===== src/rtl/jsh_pkg.sv =====
package jsh_pkg;
  typedef enum logic [1:0] {
    ST_IDLE  = 2'd0,
    ST_DISCH = 2'd1,
    ST_COUNT = 2'd2
  } jsh_state_e;
endpackage


===== src/rtl/jsh_sync.sv =====
module jsh_sync #(
  parameter int W = 1
) (
  input  logic         clk_i,
  input  logic         rst_ni,
  input  logic [W-1:0] d_i,
  output logic [W-1:0] q_o
);
  logic [W-1:0] meta_q, sync_q;

  always_ff @(posedge clk_i or negedge rst_ni) begin
    if (!rst_ni) begin
      meta_q <= '0;
      sync_q <= '0;
    end else begin
      meta_q <= d_i;
      sync_q <= meta_q;
    end
  end

  assign q_o = sync_q;
endmodule


===== src/rtl/jsh_pn_gen.sv =====
module jsh_pn_gen #(
  parameter int             W    = 16,
  parameter logic [W-1:0]   TAPS = 16'hB400
) (
  input  logic         clk_i,
  input  logic         rst_ni,
  input  logic         load_i,
  input  logic [W-1:0] seed_i,
  output logic [W-1:0] state_o
);
  logic [W-1:0] lfsr_q;

  always_ff @(posedge clk_i or negedge rst_ni) begin
    if (!rst_ni)          lfsr_q <= '0;
    else if (load_i)      lfsr_q <= seed_i;
    else if (lfsr_q[0])   lfsr_q <= (lfsr_q >> 1) ^ TAPS;
    else                  lfsr_q <= lfsr_q >> 1;
  end

  assign state_o = lfsr_q;
endmodule


===== src/rtl/jsh_ctrl.sv =====
module jsh_ctrl
  import jsh_pkg::*;
#(
  parameter int CNT_W         = 16,
  parameter int REF_DIV       = 4,
  parameter int DIS_SEL_W     = 3,
  parameter int DIS_UNIT_LOG2 = 3
) (
  input  logic             clk_i,
  input  logic             rst_ni,
  input  logic             start_i,
  input  logic             mode_i,
  input  logic             ref_s_i,
  input  logic             pin_s_i,
  output logic             drive_low_o,
  output logic             busy_o,
  output logic             done_o,
  output logic             timeout_o,
  output logic [CNT_W-1:0] cap_o
);
  localparam int DIS_W  = DIS_SEL_W + DIS_UNIT_LOG2 + 1;
  localparam int EDGE_W = $clog2(REF_DIV + 1);

  jsh_state_e        state_q;
  logic              mode_q, ref_d_q, pin_d_q, done_q, to_q;
  logic [CNT_W-1:0]  cnt_q, cap_q;
  logic [DIS_W-1:0]  dis_q, dis_load;
  logic [EDGE_W-1:0] edge_q;
  logic              ref_rise, pin_rise, hit;

  assign ref_rise = ref_s_i & ~ref_d_q;
  assign pin_rise = pin_s_i & ~pin_d_q;
  // discharge length picked from low bits of the previous capture
  assign dis_load = (DIS_W'(cap_q[DIS_SEL_W-1:0]) + DIS_W'(1)) << DIS_UNIT_LOG2;
  assign hit = mode_q ? pin_rise : (ref_rise && (edge_q == EDGE_W'(REF_DIV - 1)));

  always_ff @(posedge clk_i or negedge rst_ni) begin
    if (!rst_ni) begin
      state_q <= ST_IDLE;
      mode_q  <= 1'b0;
      ref_d_q <= 1'b0;
      pin_d_q <= 1'b0;
      done_q  <= 1'b0;
      to_q    <= 1'b0;
      cnt_q   <= '0;
      cap_q   <= '0;
      dis_q   <= '0;
      edge_q  <= '0;
    end else begin
      ref_d_q <= ref_s_i;
      pin_d_q <= pin_s_i;
      done_q  <= 1'b0;
      unique case (state_q)
        ST_IDLE: if (start_i) begin
          to_q   <= 1'b0;
          mode_q <= mode_i;
          cnt_q  <= '0;
          edge_q <= '0;
          if (mode_i) begin
            dis_q   <= dis_load;
            state_q <= ST_DISCH;
          end else begin
            state_q <= ST_COUNT;
          end
        end
        ST_DISCH: begin
          if (dis_q == DIS_W'(1)) begin
            cnt_q   <= '0;
            state_q <= ST_COUNT;
          end else begin
            dis_q <= dis_q - DIS_W'(1);
          end
        end
        ST_COUNT: begin
          if (hit) begin
            cap_q   <= cnt_q;
            done_q  <= 1'b1;
            state_q <= ST_IDLE;
          end else if (&cnt_q) begin
            to_q    <= 1'b1;
            state_q <= ST_IDLE;
          end else begin
            cnt_q <= cnt_q + CNT_W'(1);
            if (ref_rise) edge_q <= edge_q + EDGE_W'(1);
          end
        end
        default: state_q <= ST_IDLE;
      endcase
    end
  end

  assign drive_low_o = (state_q == ST_DISCH);
  assign busy_o      = (state_q != ST_IDLE);
  assign done_o      = done_q;
  assign timeout_o   = to_q;
  assign cap_o       = cap_q;
endmodule


===== src/rtl/jitter_seed_harvester.sv =====
module jitter_seed_harvester #(
  parameter int                 SEED_W        = 16,
  parameter int                 CNT_W         = 16,
  parameter int                 REF_DIV       = 4,
  parameter int                 DIS_SEL_W     = 3,
  parameter int                 DIS_UNIT_LOG2 = 3,
  parameter logic [SEED_W-1:0]  PN_TAPS       = 16'hB400
) (
  input  logic              clk_i,
  input  logic              rst_ni,
  input  logic              start_i,
  input  logic              mode_i,
  input  logic              ref_clk_i,
  input  logic              rc_pin_i,
  output logic              rc_drive_low_o,
  output logic              busy_o,
  output logic              seed_valid_o,
  output logic              timeout_o,
  output logic [CNT_W-1:0]  cap_count_o,
  output logic [SEED_W-1:0] seed_o,
  output logic [SEED_W-1:0] rnd_o
);
  localparam int N_ASYNC = 2;

  logic [N_ASYNC-1:0] async_raw, async_s;
  logic               done;
  logic [CNT_W-1:0]   cap;
  logic [SEED_W-1:0]  seed_next, seed_q;
  logic               valid_q;

  assign async_raw = {rc_pin_i, ref_clk_i};

  jsh_sync #(.W(N_ASYNC)) u_sync (
    .clk_i (clk_i),
    .rst_ni(rst_ni),
    .d_i   (async_raw),
    .q_o   (async_s)
  );

  jsh_ctrl #(
    .CNT_W        (CNT_W),
    .REF_DIV      (REF_DIV),
    .DIS_SEL_W    (DIS_SEL_W),
    .DIS_UNIT_LOG2(DIS_UNIT_LOG2)
  ) u_ctrl (
    .clk_i      (clk_i),
    .rst_ni     (rst_ni),
    .start_i    (start_i),
    .mode_i     (mode_i),
    .ref_s_i    (async_s[0]),
    .pin_s_i    (async_s[1]),
    .drive_low_o(rc_drive_low_o),
    .busy_o     (busy_o),
    .done_o     (done),
    .timeout_o  (timeout_o),
    .cap_o      (cap)
  );

  // odd seed keeps the generator out of the all-zero state
  assign seed_next = {cap[SEED_W-1:1], 1'b1};

  always_ff @(posedge clk_i or negedge rst_ni) begin
    if (!rst_ni) begin
      seed_q  <= '0;
      valid_q <= 1'b0;
    end else begin
      valid_q <= done;
      if (done) seed_q <= seed_next;
    end
  end

  jsh_pn_gen #(.W(SEED_W), .TAPS(PN_TAPS)) u_pn (
    .clk_i  (clk_i),
    .rst_ni (rst_ni),
    .load_i (done),
    .seed_i (seed_next),
    .state_o(rnd_o)
  );

  assign seed_valid_o = valid_q;
  assign seed_o       = seed_q;
  assign cap_count_o  = cap;
endmodule


===== config.mk =====
export PLATFORM = sky130hd
export DESIGN_NAME = jitter_seed_harvester
export DESIGN_NICKNAME = d
export VERILOG_FILES = /design/src/rtl/jsh_pkg.sv /design/src/rtl/jsh_sync.sv /design/src/rtl/jsh_pn_gen.sv /design/src/rtl/jsh_ctrl.sv /design/src/rtl/jitter_seed_harvester.sv
export SDC_FILE = /design/constraint.sdc
export NUM_CORES = 1
export LEC_CHECK = 0
export ABC_AREA = 1
export BUFFER_PORTS_ARGS = -buffer_cell sky130_fd_sc_hd__buf_4
export CORE_MARGIN = 4
export CORE_UTILIZATION = 61
export CTS_CLUSTER_SIZE = 20
export DETAILED_ROUTE_END_ITERATION = 16
export MAX_ROUTING_LAYER = met4
export PLACE_DENSITY = 0.86
export SYNTH_ARGS = -nofsm -noshare
export SYNTH_HDL_FRONTEND = slang
export SYNTH_HIERARCHICAL = 1
export SYNTH_SLANG_ARGS = --single-unit

===== constraint.sdc =====
create_clock -name clk_i -period 3.6 [get_ports clk_i]
set_input_delay 0.36 -clock clk_i [delete_from_list [all_inputs] [get_ports clk_i]]
set_output_delay 0.36 -clock clk_i [all_outputs]
set_load 0.01 [all_outputs]

==> flow_metrics.env, run 1 <==
export IMPL_status="finished clean"
export IMPL_die_w_um=89.0
export IMPL_setup_tns_ps=0
export IMPL_first_pass_iters=4
export IMPL_finish_utilization_pct=73.2
export IMPL_p_per_area_mw_per_mm2=375
export IMPL_switchingPower_mw=0.356
export IMPL_synth_cells=480
export IMPL_relSlewSlack_pct=31.1
export IMPL_r2r_cells=9
export IMPL_worstSetupPathType="register to register"
export IMPL_p_int_mw=1.38
export IMPL_place_inst=605
export IMPL_clk_insertion_delay_late_ps=350
export IMPL_arrival_ps=2380
export IMPL_min_period_over_period_pct=58.1
export IMPL_synth_top_cell_by_area="dfrtp_1"
export IMPL_drv_cap=0
export IMPL_core_area_mm2=0.00635
export IMPL_drive_gt1_share_pct=18.8
export IMPL_synthTopCellsByArea="dfrtp_1 54%, nand2_1 20%, nor2_1 3.2%"
export IMPL_cp_max_fo=13
export IMPL_dieArea_mm2=0.00791
export IMPL_post_cts_buffers=0
export IMPL_min_path_type="input port to register"
export IMPL_synth_cell_types=36
export IMPL_yosysSeqAreaShare_pct=53.8
export IMPL_place_worst_setup_slack_ps=1520
export IMPL_met1_usage_pct=31.5
export IMPL_clkSlewWorstSetupHoldPaths_ps=80
export IMPL_grt_pass1_wl_mm=13.8
export IMPL_io_pins=58
export IMPL_rsz0062_at_grt="no"
export IMPL_setup_violations=0
export IMPL_vias_per_cell=5.26
export IMPL_clock_sinks=86
export IMPL_vdd_drop_max_uv=265
export IMPL_cp_slowest_cell="nor2_1"
export IMPL_cp_cell_sequence="ha_1, ha_1, inv_1, nor2_1, nand2_1, nand3_1, nor2_1, o211ai_1, nand2_1"
export IMPL_synth_compound_gate_area_share_pct=4.23
export IMPL_layout_min_cycle_time_ps=2090
export IMPL_htreeDepth=3
export IMPL_yosys_area_share_simple_pct=32.0
export IMPL_slew_viol_final=0
export IMPL_combPwrFrac_pct=1.4
export IMPL_synth_nets=492
export IMPL_synth_top_family_by_area="simple AND/OR/NAND/NOR gates"
export IMPL_io_buffers=57
export IMPL_worst_slack_ps=1510
export IMPL_netlist_area_mm2=0.00400
export IMPL_power_mw=1.74
export IMPL_max_stage_delay_ps=710
export IMPL_via_count=3267
export IMPL_hold_path_depth=1
export IMPL_syn2layout_area_growth_pct=16.2
export IMPL_met2_usage_pct=36.3
export IMPL_syn_area_per_cell_um2=8.33
export IMPL_grt_max_degree=87
export IMPL_dpl_hpwl_mm=5.96
export IMPL_start_kind="register"
export IMPL_antenna_found_initial=0
export IMPL_holdBufCountCts=0
export IMPL_instances_no_fill=621
export IMPL_antenna_cells=0
export IMPL_grtUsageTotal_pct=23.5
export IMPL_clkPwrFrac_pct=42.9
export IMPL_switching_share_pct=20.4
export IMPL_wl_mm=8.38
export IMPL_ys_ff_latch=86
export IMPL_synth_top_area_share_pct=53.8
export IMPL_dr_first_iter_drc_count=232
export IMPL_fin_skew_ps=9.39
export IMPL_synth_xor_area_share_pct=1.53
export IMPL_post_route_drc_count=0
export IMPL_tightest_slew_ps=1030
export IMPL_fp_dieH_um=89.0
export IMPL_clock_root_buffer="clkbuf_8"
export IMPL_gp_congestion=0.919
export IMPL_cts_tree="built"
export IMPL_synth_fa_ha_area_share_pct=1.88
export IMPL_rows=29
export IMPL_cts_buffers=9
export IMPL_grt_pass1_vias=2994
export IMPL_top_usage_layer="met2"
export IMPL_p_leak_nw=2.51
export IMPL_fillers=486
export IMPL_seq_power_share_pct=55.8
export IMPL_initial_core_util_pct=63.0
export IMPL_cts_max_path_buffers=2
export IMPL_fin_nets=551
export IMPL_required_ps=3890
export IMPL_grt_ovfl_total=0
export IMPL_drtAntennaViolNets=0
export IMPL_ctsResizeCount=0
export IMPL_fmaxAchievable_mhz=478
export IMPL_routedWlPerCell_um=13.5
export IMPL_hold_viol=0
export IMPL_grt_use_met3_pct=4.52
export IMPL_end_kind="register"
export IMPL_yosysWarnings=6
export IMPL_synth_area_mux_share_pct=0
[sequential cells by signal, indices dropped and copies added (netlist names)]
signal,flops
seed_valid_o,1
u_ctrl/pin_d_q,1
u_ctrl/cap_o,16
u_sync/q_o,2
u_ctrl/timeout_o,1
u_ctrl/ref_d_q,1
u_pn/state_o,16
u_ctrl/dis_q,7
u_ctrl/mode_q,1
u_ctrl/done_o,1
u_sync/meta_q,2
u_ctrl/edge_q,3
seed_o,16
u_ctrl/cnt_q,16
u_ctrl/state_q,2
[final timing paths]
path / start / endpoint / slack (ps)
max in group asynchronous: rst_ni / u_ctrl/cnt_q[8] / 2760
worst max register to register: u_ctrl/edge_q[0] / u_ctrl/cnt_q[4] / 1510
worst min-delay path: ref_clk_i / u_sync/meta_q[0] / 110
worst min register to register: u_sync/meta_q[0] / u_sync/q_o[0] / 360
worst max-delay path: u_ctrl/edge_q[0] / u_ctrl/cnt_q[4] / 1510
min in group asynchronous: rst_ni / u_ctrl/dis_q[5] / 180
[area by class of cell]
cell class / count / area, um^2 / area share, %
clock buffers: 11 / 141 / 3.04
clock inverters: 5 / 82.6 / 1.78
inverters: 37 / 151 / 3.26
multi-input cells: 347 / 1590 / 34.2
flip-flops and latches: 86 / 2150 / 46.3
well taps: 77 / 96.3 / 2.07
repair buffers: 58 / 435 / 9.37
[per-layer routing]
| metal | vias to the layer above | part of all wire, % | wire (um) |
|---|---|---|---|
| met5 | - | 0 | 0 |
| met4 | 0 | 1.4 | 115 |
| met3 | 11 | 7.0 | 588 |
| met2 | 101 | 48 | 4010 |
| met1 | 1549 | 44 | 3670 |
| li1 | 1606 | - | - |
[logic make-up after synthesis]
logic type | after synthesis
DFF | 86
xor gates and xnor gates | 7
AOI/OAI and AO/OA | 32
buffers and inverters | 47
other | 1
adders and majority gates | 6
and+or+nand+nor | 301
[worst max-delay path, delay by kind of cell, from the launching register on]
| family | cells | cell delay, ps |
|---|---|---|
| AND/OR/NAND/NOR | 5 | 1030 |
| buffers and inverters | 1 | 50 |
| AO/OA/AOI/OAI | 1 | 190 |
| adder cells (fa/ha/maj) | 2 | 370 |
| flip-flops | 1 | 400 |
[power groups by stage]
| stage | clock [mW] | sequential [mW] | combinational, mW |
|---|---|---|---|
| 3_3_place_gp | 0 | 0.990 | 0.0251 |
| 4_1_cts | 0.766 | 0.970 | 0.0252 |
| 6_report | 0.746 | 0.970 | 0.0238 |
| 5_1_grt | 0.808 | 0.971 | 0.0285 |
| 2_1_floorplan | 0 | 0.990 | 0.00213 |
| 3_5_place_dp | 0 | 0.990 | 0.0253 |
[layout by cell type (no fill, tap or decap), drive strengths merged, types with 4 or more instances in the layout]
cell type / n
a21oi: 4
ha: 6
dfrtp: 86
clkbuf: 11
nand3: 21
nand2: 228
clkinv: 4
buf: 58
inv: 36
nor2: 37
xor2: 6
or2: 4
nand3b: 4
o21ai: 25
[Yosys cell counts, drive strengths merged]
cell type	instances
buf	7
nor2	37
or2	4
xor2	6
clkinv	1
inv	36
nand2	228
nor3	3
conb	1
nand4	2
and2	1
dfrtp	86
nor3b	1
a21oi	4
o21ai	25
xnor2	1
nand3	21
o211ai	2
a31o	1
clkbuf	3
nand3b	4
ha	6
[through the flow]
| step | cell area, um^2 | hold slack (ps) |
|---|---|---|
| finish | 4650 | 115 |
| global route | 4650 | 91.5 |
| CTS | 4650 | 93.1 |
| detailed placement | 4420 | 339 |
| global placement | 4420 | 335 |
| floorplan | 4000 | 64.4 |
No activity file was read; power rests on OpenSTA's default activity.
==> run 2, diff against run 1 <==
--- a/config.mk
+++ b/config.mk
@@ -5,14 +5,14 @@
 export SDC_FILE = /design/constraint.sdc
 export NUM_CORES = 1
 export LEC_CHECK = 0
-export ABC_AREA = 1
+export ABC_AREA = 0
 export BUFFER_PORTS_ARGS = -buffer_cell sky130_fd_sc_hd__buf_4
 export CORE_MARGIN = 4
-export CORE_UTILIZATION = 61
+export CORE_UTILIZATION = 57
 export CTS_CLUSTER_SIZE = 20
 export DETAILED_ROUTE_END_ITERATION = 16
 export MAX_ROUTING_LAYER = met4
-export PLACE_DENSITY = 0.86
+export PLACE_DENSITY = 0.82
 export SYNTH_ARGS = -nofsm -noshare
 export SYNTH_HDL_FRONTEND = slang
 export SYNTH_HIERARCHICAL = 1
==> constraint.sdc (replaced) <==
create_clock -name clk_i -period 2.1 [get_ports clk_i]
set_input_delay 0.21 -clock clk_i [delete_from_list [all_inputs] [get_ports clk_i]]
set_output_delay 0.21 -clock clk_i [all_outputs]
set_load 0.01 [all_outputs]
==> run 2 against run 1 <==
  * Register-to-register slack got worse by 1400 ps
  * Hold slack improved by 65 ps
  * Wire length increased by 2.3%
  * Flip-flop and latch count is the same
  * Critical path depth shrank 5
  * Area after synthesis down 1.3%
  * Global-route usage decreased by 1.1 points
  * Fmax up 4.3%
  * Critical endpoint is now u_ctrl/cnt_q[7]
  * Largest power group unchanged
==> flow_metrics.env, run 2 <==
export IMPL_worstSetupPathType="register to register"
export IMPL_wl_mm=8.57
export IMPL_syn_area_per_cell_um2=12.0
export IMPL_clock_sinks=86
export IMPL_synthTopCellsByArea="dfrtp_1 55%, mux2_2 8.8%, mux2_4 4.9%"
export IMPL_dpl_hpwl_mm=6.22
export IMPL_yosysSeqAreaShare_pct=54.5
export IMPL_synth_edf_count=0
export IMPL_htreeDepth=3
export IMPL_p_per_area_mw_per_mm2=1190
export IMPL_io_pins=58
export IMPL_dieArea_mm2=0.00832
export IMPL_instances_no_fill=497
export IMPL_required_ps=2370
export IMPL_fp_dieH_um=91.2
export IMPL_via_count=2911
export IMPL_hold_viol=0
export IMPL_syn2layout_area_growth_pct=22.5
export IMPL_p_leak_nw=2.28
export IMPL_hold_start="mode_i"
export IMPL_yosys_most_used_dff="dfrtp_1"
export IMPL_grt_max_degree=45
export IMPL_setup_violations=0
export IMPL_cts_tree="built"
export IMPL_status="finished clean"
export IMPL_cts_buffers=9
export IMPL_clkSlewWorstSetupHoldPaths_ps=90
export IMPL_dr_first_iter_drc_count=119
export IMPL_cts_max_path_buffers=2
export IMPL_synth_nets=341
export IMPL_final_cell_mix="86 x dfrtp_1, 82 x buf_4, 31 x mux2_2, 18 x inv_1, 18 x o21ai_0"
export IMPL_ys_ff_latch=86
export IMPL_drive_gt1_share_pct=35.7
export IMPL_place_inst=478
export IMPL_fmaxAchievable_mhz=498
export IMPL_vdd_drop_max_uv=775
export IMPL_arrival_ps=2280
export IMPL_synth_top_area_share_pct=54.5
export IMPL_relSlewSlack_pct=62.8
export IMPL_fin_skew_ps=9.68
export IMPL_setup_tns_ps=0
export IMPL_r2r_start="u_ctrl/dis_q[3]"
export IMPL_die_w_um=91.2
export IMPL_tightest_slew_ps=559
export IMPL_post_route_drc_count=0
export IMPL_ys_async_sr_fraction_pct=100
export IMPL_gp_congestion=0.915
export IMPL_rsz0062_at_grt="no"
export IMPL_antenna_found_initial=0
export IMPL_place_worst_setup_slack_ps=136
export IMPL_end_kind="register"
export IMPL_grt_ovfl_total=0
export IMPL_grt_pass1_vias=2877
export IMPL_crit_start="u_ctrl/dis_q[3]"
export IMPL_synth_top_cell_by_area="dfrtp_1"
export IMPL_ctsResizeCount=0
export IMPL_grt_pass1_wl_mm=14.5
export IMPL_drv_cap=0
export IMPL_synth_cells=329
export IMPL_start_kind="register"
export IMPL_antenna_cells=0
export IMPL_cp_max_fo=7
export IMPL_clock_root_buffer="clkbuf_8"
export IMPL_yosys_top_cells_count="86 x dfrtp_1, 31 x mux2_2, 18 x inv_1, 18 x o21ai_0, 16 x nand2_1"
export IMPL_synth_cell_types=47
export IMPL_rows=30
export IMPL_layout_commonest_cell="dfrtp_1"
export IMPL_min_period_over_period_pct=95.5
export IMPL_first_pass_iters=4
export IMPL_multi_input_area_mm2=0.00162
export IMPL_fin_nets=424
export IMPL_min_path_type="input port to register"
export IMPL_layout_min_cycle_time_ps=2010
export IMPL_slew_viol_final=0
export IMPL_yosysWarnings=6
export IMPL_clk_insertion_delay_late_ps=350
export IMPL_core_area_mm2=0.00676
export IMPL_synthMostInstantiatedCell="dfrtp_1"
export IMPL_routedWlPerCell_um=17.3
export IMPL_finish_utilization_pct=71.5
export IMPL_worst_slack_ps=93.6
export IMPL_fillers=488
export IMPL_vias_per_cell=5.86
export IMPL_drtAntennaViolNets=0
export IMPL_grtUsageTotal_pct=22.4
export IMPL_initial_core_util_pct=58.4
export IMPL_ff_latch_area_mm2=0.00215
export IMPL_io_buffers=57
export IMPL_netlist_area_mm2=0.00395
==> run 2: cell count changes after synthesis, moves of 7 or more <==
| cell | previous run | this run |
|---|---|---|
| o221ai_1 | 0 | 7 |
| o21ai_0 | 25 | 18 |
| nand4_1 | 2 | 9 |
| mux2_4 | 0 | 13 |
| nand2b_1 | 0 | 7 |
| mux2_2 | 0 | 31 |
| or4_1 | 0 | 8 |
| nand2_1 | 211 | 16 |
| nor2_1 | 34 | 6 |
| nand2_2 | 16 | 0 |
| a31oi_1 | 0 | 12 |
| inv_1 | 33 | 18 |
==> run 2: final timing paths <==
path	endpoint	slack (ps)	depth (start not counted)
worst min register to register	u_sync/q_o[0]	370	0
worst max register to register	u_ctrl/cnt_q[7]	90	4
worst min-delay path	u_ctrl/state_q[1]	180	3
max in group asynchronous	u_pn/state_o[13]	1080	3
min in group asynchronous	u_pn/state_o[2]	390	2
worst max-delay path	u_ctrl/cnt_q[7]	90	4
==> run 2: report_power, final <==
group	switching, mW	internal [mW]	total, mW
Clock	0.618	0.479	1.10
Combinational	1.02	1.10	2.12
Sequential	0.426	2.12	2.55
Total	2.06	3.70	5.76
==> run 2: through the flow <==
| stage | hold slack, ps | instance area (um^2) | power, mW |
|---|---|---|---|
| after CTS | 175 | 4830 | 5.81 |
| after global placement | 234 | 4610 | 4.60 |
| after detailed placement | 236 | 4610 | 4.70 |
| after global routing | 184 | 4830 | 6.16 |
| after floorplan | -85.6 | 3950 | 3.69 |
| final | 179 | 4830 | 5.76 |
==> run 2: timing repair <==
| action | CTS | global route |
|---|---|---|
| buffers inserted | 0 | 0 |
| endpoints found under the setup margin | 0 | 0 |
| hold buffers | 3 | 0 |
| endpoints found under the hold margin | 44 | 0 |
==> run 2: logic make-up (layout without fill, tap and decap cells) <==
kind of cell | Yosys count | in the layout | synth area share (%)
compound gates | 62 | 62 | 10.6
other cells | 1 | 1 | 0.0950
fa+ha+maj | 6 | 6 | 1.90
buf+inv | 34 | 122 | 4.44
mux | 45 | 45 | 14.0
simple gates | 89 | 89 | 13.1
flops | 86 | 86 | 54.5
xor+xnor | 6 | 6 | 1.33
==> run 2: worst max-delay path: stages (launching register included) <==
cell     delay [ps]
dfrtp_1         450
or4_1           560
o21a_1          250
or4_1           470
a32oi_1         200
==> run 2: per-layer routing <==
metal	track usage, %	vias up	wire (um)
li1	-	1391	-
met1	28.7	1437	3870
met2	36.4	75	4240
met3	4.39	8	376
met4	6.41	0	85
met5	-	-	0
==> run 2: layout make-up <==
cell class / instances / share of cell area (%)
repair buffers: 88 / 14.6
clock inverters: 6 / 1.06
multi-input cells: 209 / 33.5
clock buffers: 10 / 2.85
well taps: 80 / 2.07
inverters: 18 / 1.40
flip-flops and latches: 86 / 44.5
==> run 3, diff against run 2 <==
--- a/config.mk
+++ b/config.mk
@@ -13,6 +13,7 @@
 export DETAILED_ROUTE_END_ITERATION = 16
 export MAX_ROUTING_LAYER = met4
 export PLACE_DENSITY = 0.82
+export SETUP_SLACK_MARGIN = 0.2
 export SYNTH_ARGS = -nofsm -noshare
 export SYNTH_HDL_FRONTEND = slang
 export SYNTH_HIERARCHICAL = 1
==> run 3 against run 2 <==
  * Sequential share of layout area is 1.7 points lower
  * Largest power group unchanged
  * First-iteration DRC count up 69%
  * Register-to-register slack gained 90 ps
  * Total power rose by 4.7%
  * Via count increased by 4.3%
  * Clock skew hardly changed
  * Fmax increased by 4.5%
  * Flip-flop and latch count unchanged
  * Sequential power about the same
  * Combinational power rose by 9%
  * Clock power grew 6%
==> flow_metrics.env, run 3 (synthesized netlist as in run 2, its figures left out) <==
export IMPL_setup_tns_ps=0
export IMPL_dieArea_mm2=0.00832
export IMPL_via_count=3035
export IMPL_instances_no_fill=506
export IMPL_finish_utilization_pct=74.6
export IMPL_drv_cap=0
export IMPL_worst_slack_ps=181
export IMPL_hold_viol=0
export IMPL_io_pins=58
export IMPL_fp_dieH_um=91.2
export IMPL_antenna_found_initial=0
export IMPL_wl_mm=9.19
export IMPL_routedWlPerCell_um=18.2
export IMPL_clock_root_buffer="clkbuf_8"
export IMPL_fmaxAchievable_mhz=521
export IMPL_dr_first_iter_drc_count=201
export IMPL_dpl_hpwl_mm=6.17
export IMPL_fin_skew_ps=10.0
export IMPL_initial_core_util_pct=58.4
export IMPL_p_leak_nw=2.36
export IMPL_place_inst=475
export IMPL_arrival_ps=2210
export IMPL_clkSlewWorstSetupHoldPaths_ps=80
export IMPL_end_kind="register"
export IMPL_rsz0062_at_grt="yes"
export IMPL_power_mw=6.03
export IMPL_grt_pass1_vias=3003
export IMPL_min_period_over_period_pct=91.4
export IMPL_cts_max_path_buffers=2
export IMPL_clk_insertion_delay_late_ps=350
export IMPL_worstSetupPathType="register to register"
export IMPL_grt_max_degree=51
export IMPL_fillers=472
export IMPL_core_area_mm2=0.00676
export IMPL_cts_buffers=9
export IMPL_setup_violations=0
export IMPL_rows=30
export IMPL_start_kind="register"
export IMPL_r2r_cells=5
export IMPL_gp_congestion=0.945
export IMPL_die_w_um=91.2
export IMPL_drive_gt1_share_pct=40.8
export IMPL_layout_min_cycle_time_ps=1920
export IMPL_clock_sinks=86
export IMPL_htreeDepth=3
export IMPL_drtAntennaViolNets=0
export IMPL_vdd_drop_max_uv=819
export IMPL_final_cell_mix="88 x buf_4, 83 x dfrtp_1, 30 x mux2_2, 18 x inv_1, 17 x o21ai_0"
export IMPL_min_path_type="input port to register"
export IMPL_required_ps=2390
export IMPL_fin_nets=433
export IMPL_grtUsageTotal_pct=23.0
export IMPL_layout_commonest_cell="buf_4"
export IMPL_first_pass_iters=5
export IMPL_syn2layout_area_growth_pct=27.7
export IMPL_p_per_area_mw_per_mm2=1200
export IMPL_post_route_drc_count=0
export IMPL_io_buffers=57
export IMPL_design_area_mm2=0.00504
export IMPL_place_worst_setup_slack_ps=155
export IMPL_vias_per_cell=6.00
export IMPL_hold_ws_ps=194
export IMPL_hold_path_depth=3
export IMPL_cp_max_fo=4
export IMPL_placed_cell_area_mm2=0.00460
export IMPL_status="finished clean"
export IMPL_slew_viol_final=0
export IMPL_cts_tree="built"
export IMPL_grt_ovfl_total=0
export IMPL_grt_pass1_wl_mm=14.7
export IMPL_antenna_cells=0
==> run 3: changes by cell type in the layout (fill, tap and decap cells not counted), moves of 3 or more <==
cell     previous run  this run
buf_4              82        88
dfrtp_2             0         3
ha_1                6         3
dfrtp_1            86        83
or4_1               8         5
or4_4               0         3
==> run 3: layout make-up <==
class	count	area, um^2	share of cell area (%)
Clock buffer	10	128	2.53
Multi-Input combinational cell	209	1700	33.8
Sequential cell	86	2160	42.8
Timing Repair Buffer	97	815	16.2
Clock inverter	6	70.1	1.39
Tap cell	80	100	1.99
Inverter	18	67.6	1.34
==> run 3: repair_timing <==
item	in CTS	in global routing
hold endpoints to repair	38	0
gates cloned	1	1
endpoints found under the setup margin	13	44
pin swaps	1	8
hold buffers	3	0
gates resized for setup	5	17
setup buffers	3	7
==> run 3: path summary, 6_finish.rpt <==
kind	from	endpoint	slack [ps]
worst min register to register	u_sync/meta_q[1]	u_sync/q_o[1]	360
max in group asynchronous	rst_ni	u_ctrl/cnt_q[9]	1100
min in group asynchronous	rst_ni	seed_o[1]	350
worst min-delay path	mode_i	u_ctrl/state_q[1]	190
worst max register to register	u_ctrl/cnt_q[1]	u_ctrl/cnt_q[13]	180
worst max-delay path	u_ctrl/cnt_q[1]	u_ctrl/cnt_q[13]	180
==> run 3: worst max-delay path: stages, from the launching register on <==
cell	delay [ps]
dfrtp_1	450
buf_4	160
nand4_1	190
or4_4	550
or4_1	420
nand3_1	90
==> run 3: report_power, final <==
group / switching (mW) / leakage [nW] / internal [mW]
clock network: 0.610 / 0.0895 / 0.558
logic: 1.09 / 1.14 / 1.22
registers: 0.428 / 1.13 / 2.12
total: 2.13 / 2.36 / 3.91
==> run 3: layer usage <==
layer / wire length [um] / vias to the layer above / GRT usage, %
li1: - / 1405 / -
met5: 0 / - / -
met1: 3920 / 1527 / 28.9
met2: 4720 / 90 / 37.2
met4: 145 / 0 / 9.92
met3: 405 / 13 / 3.56
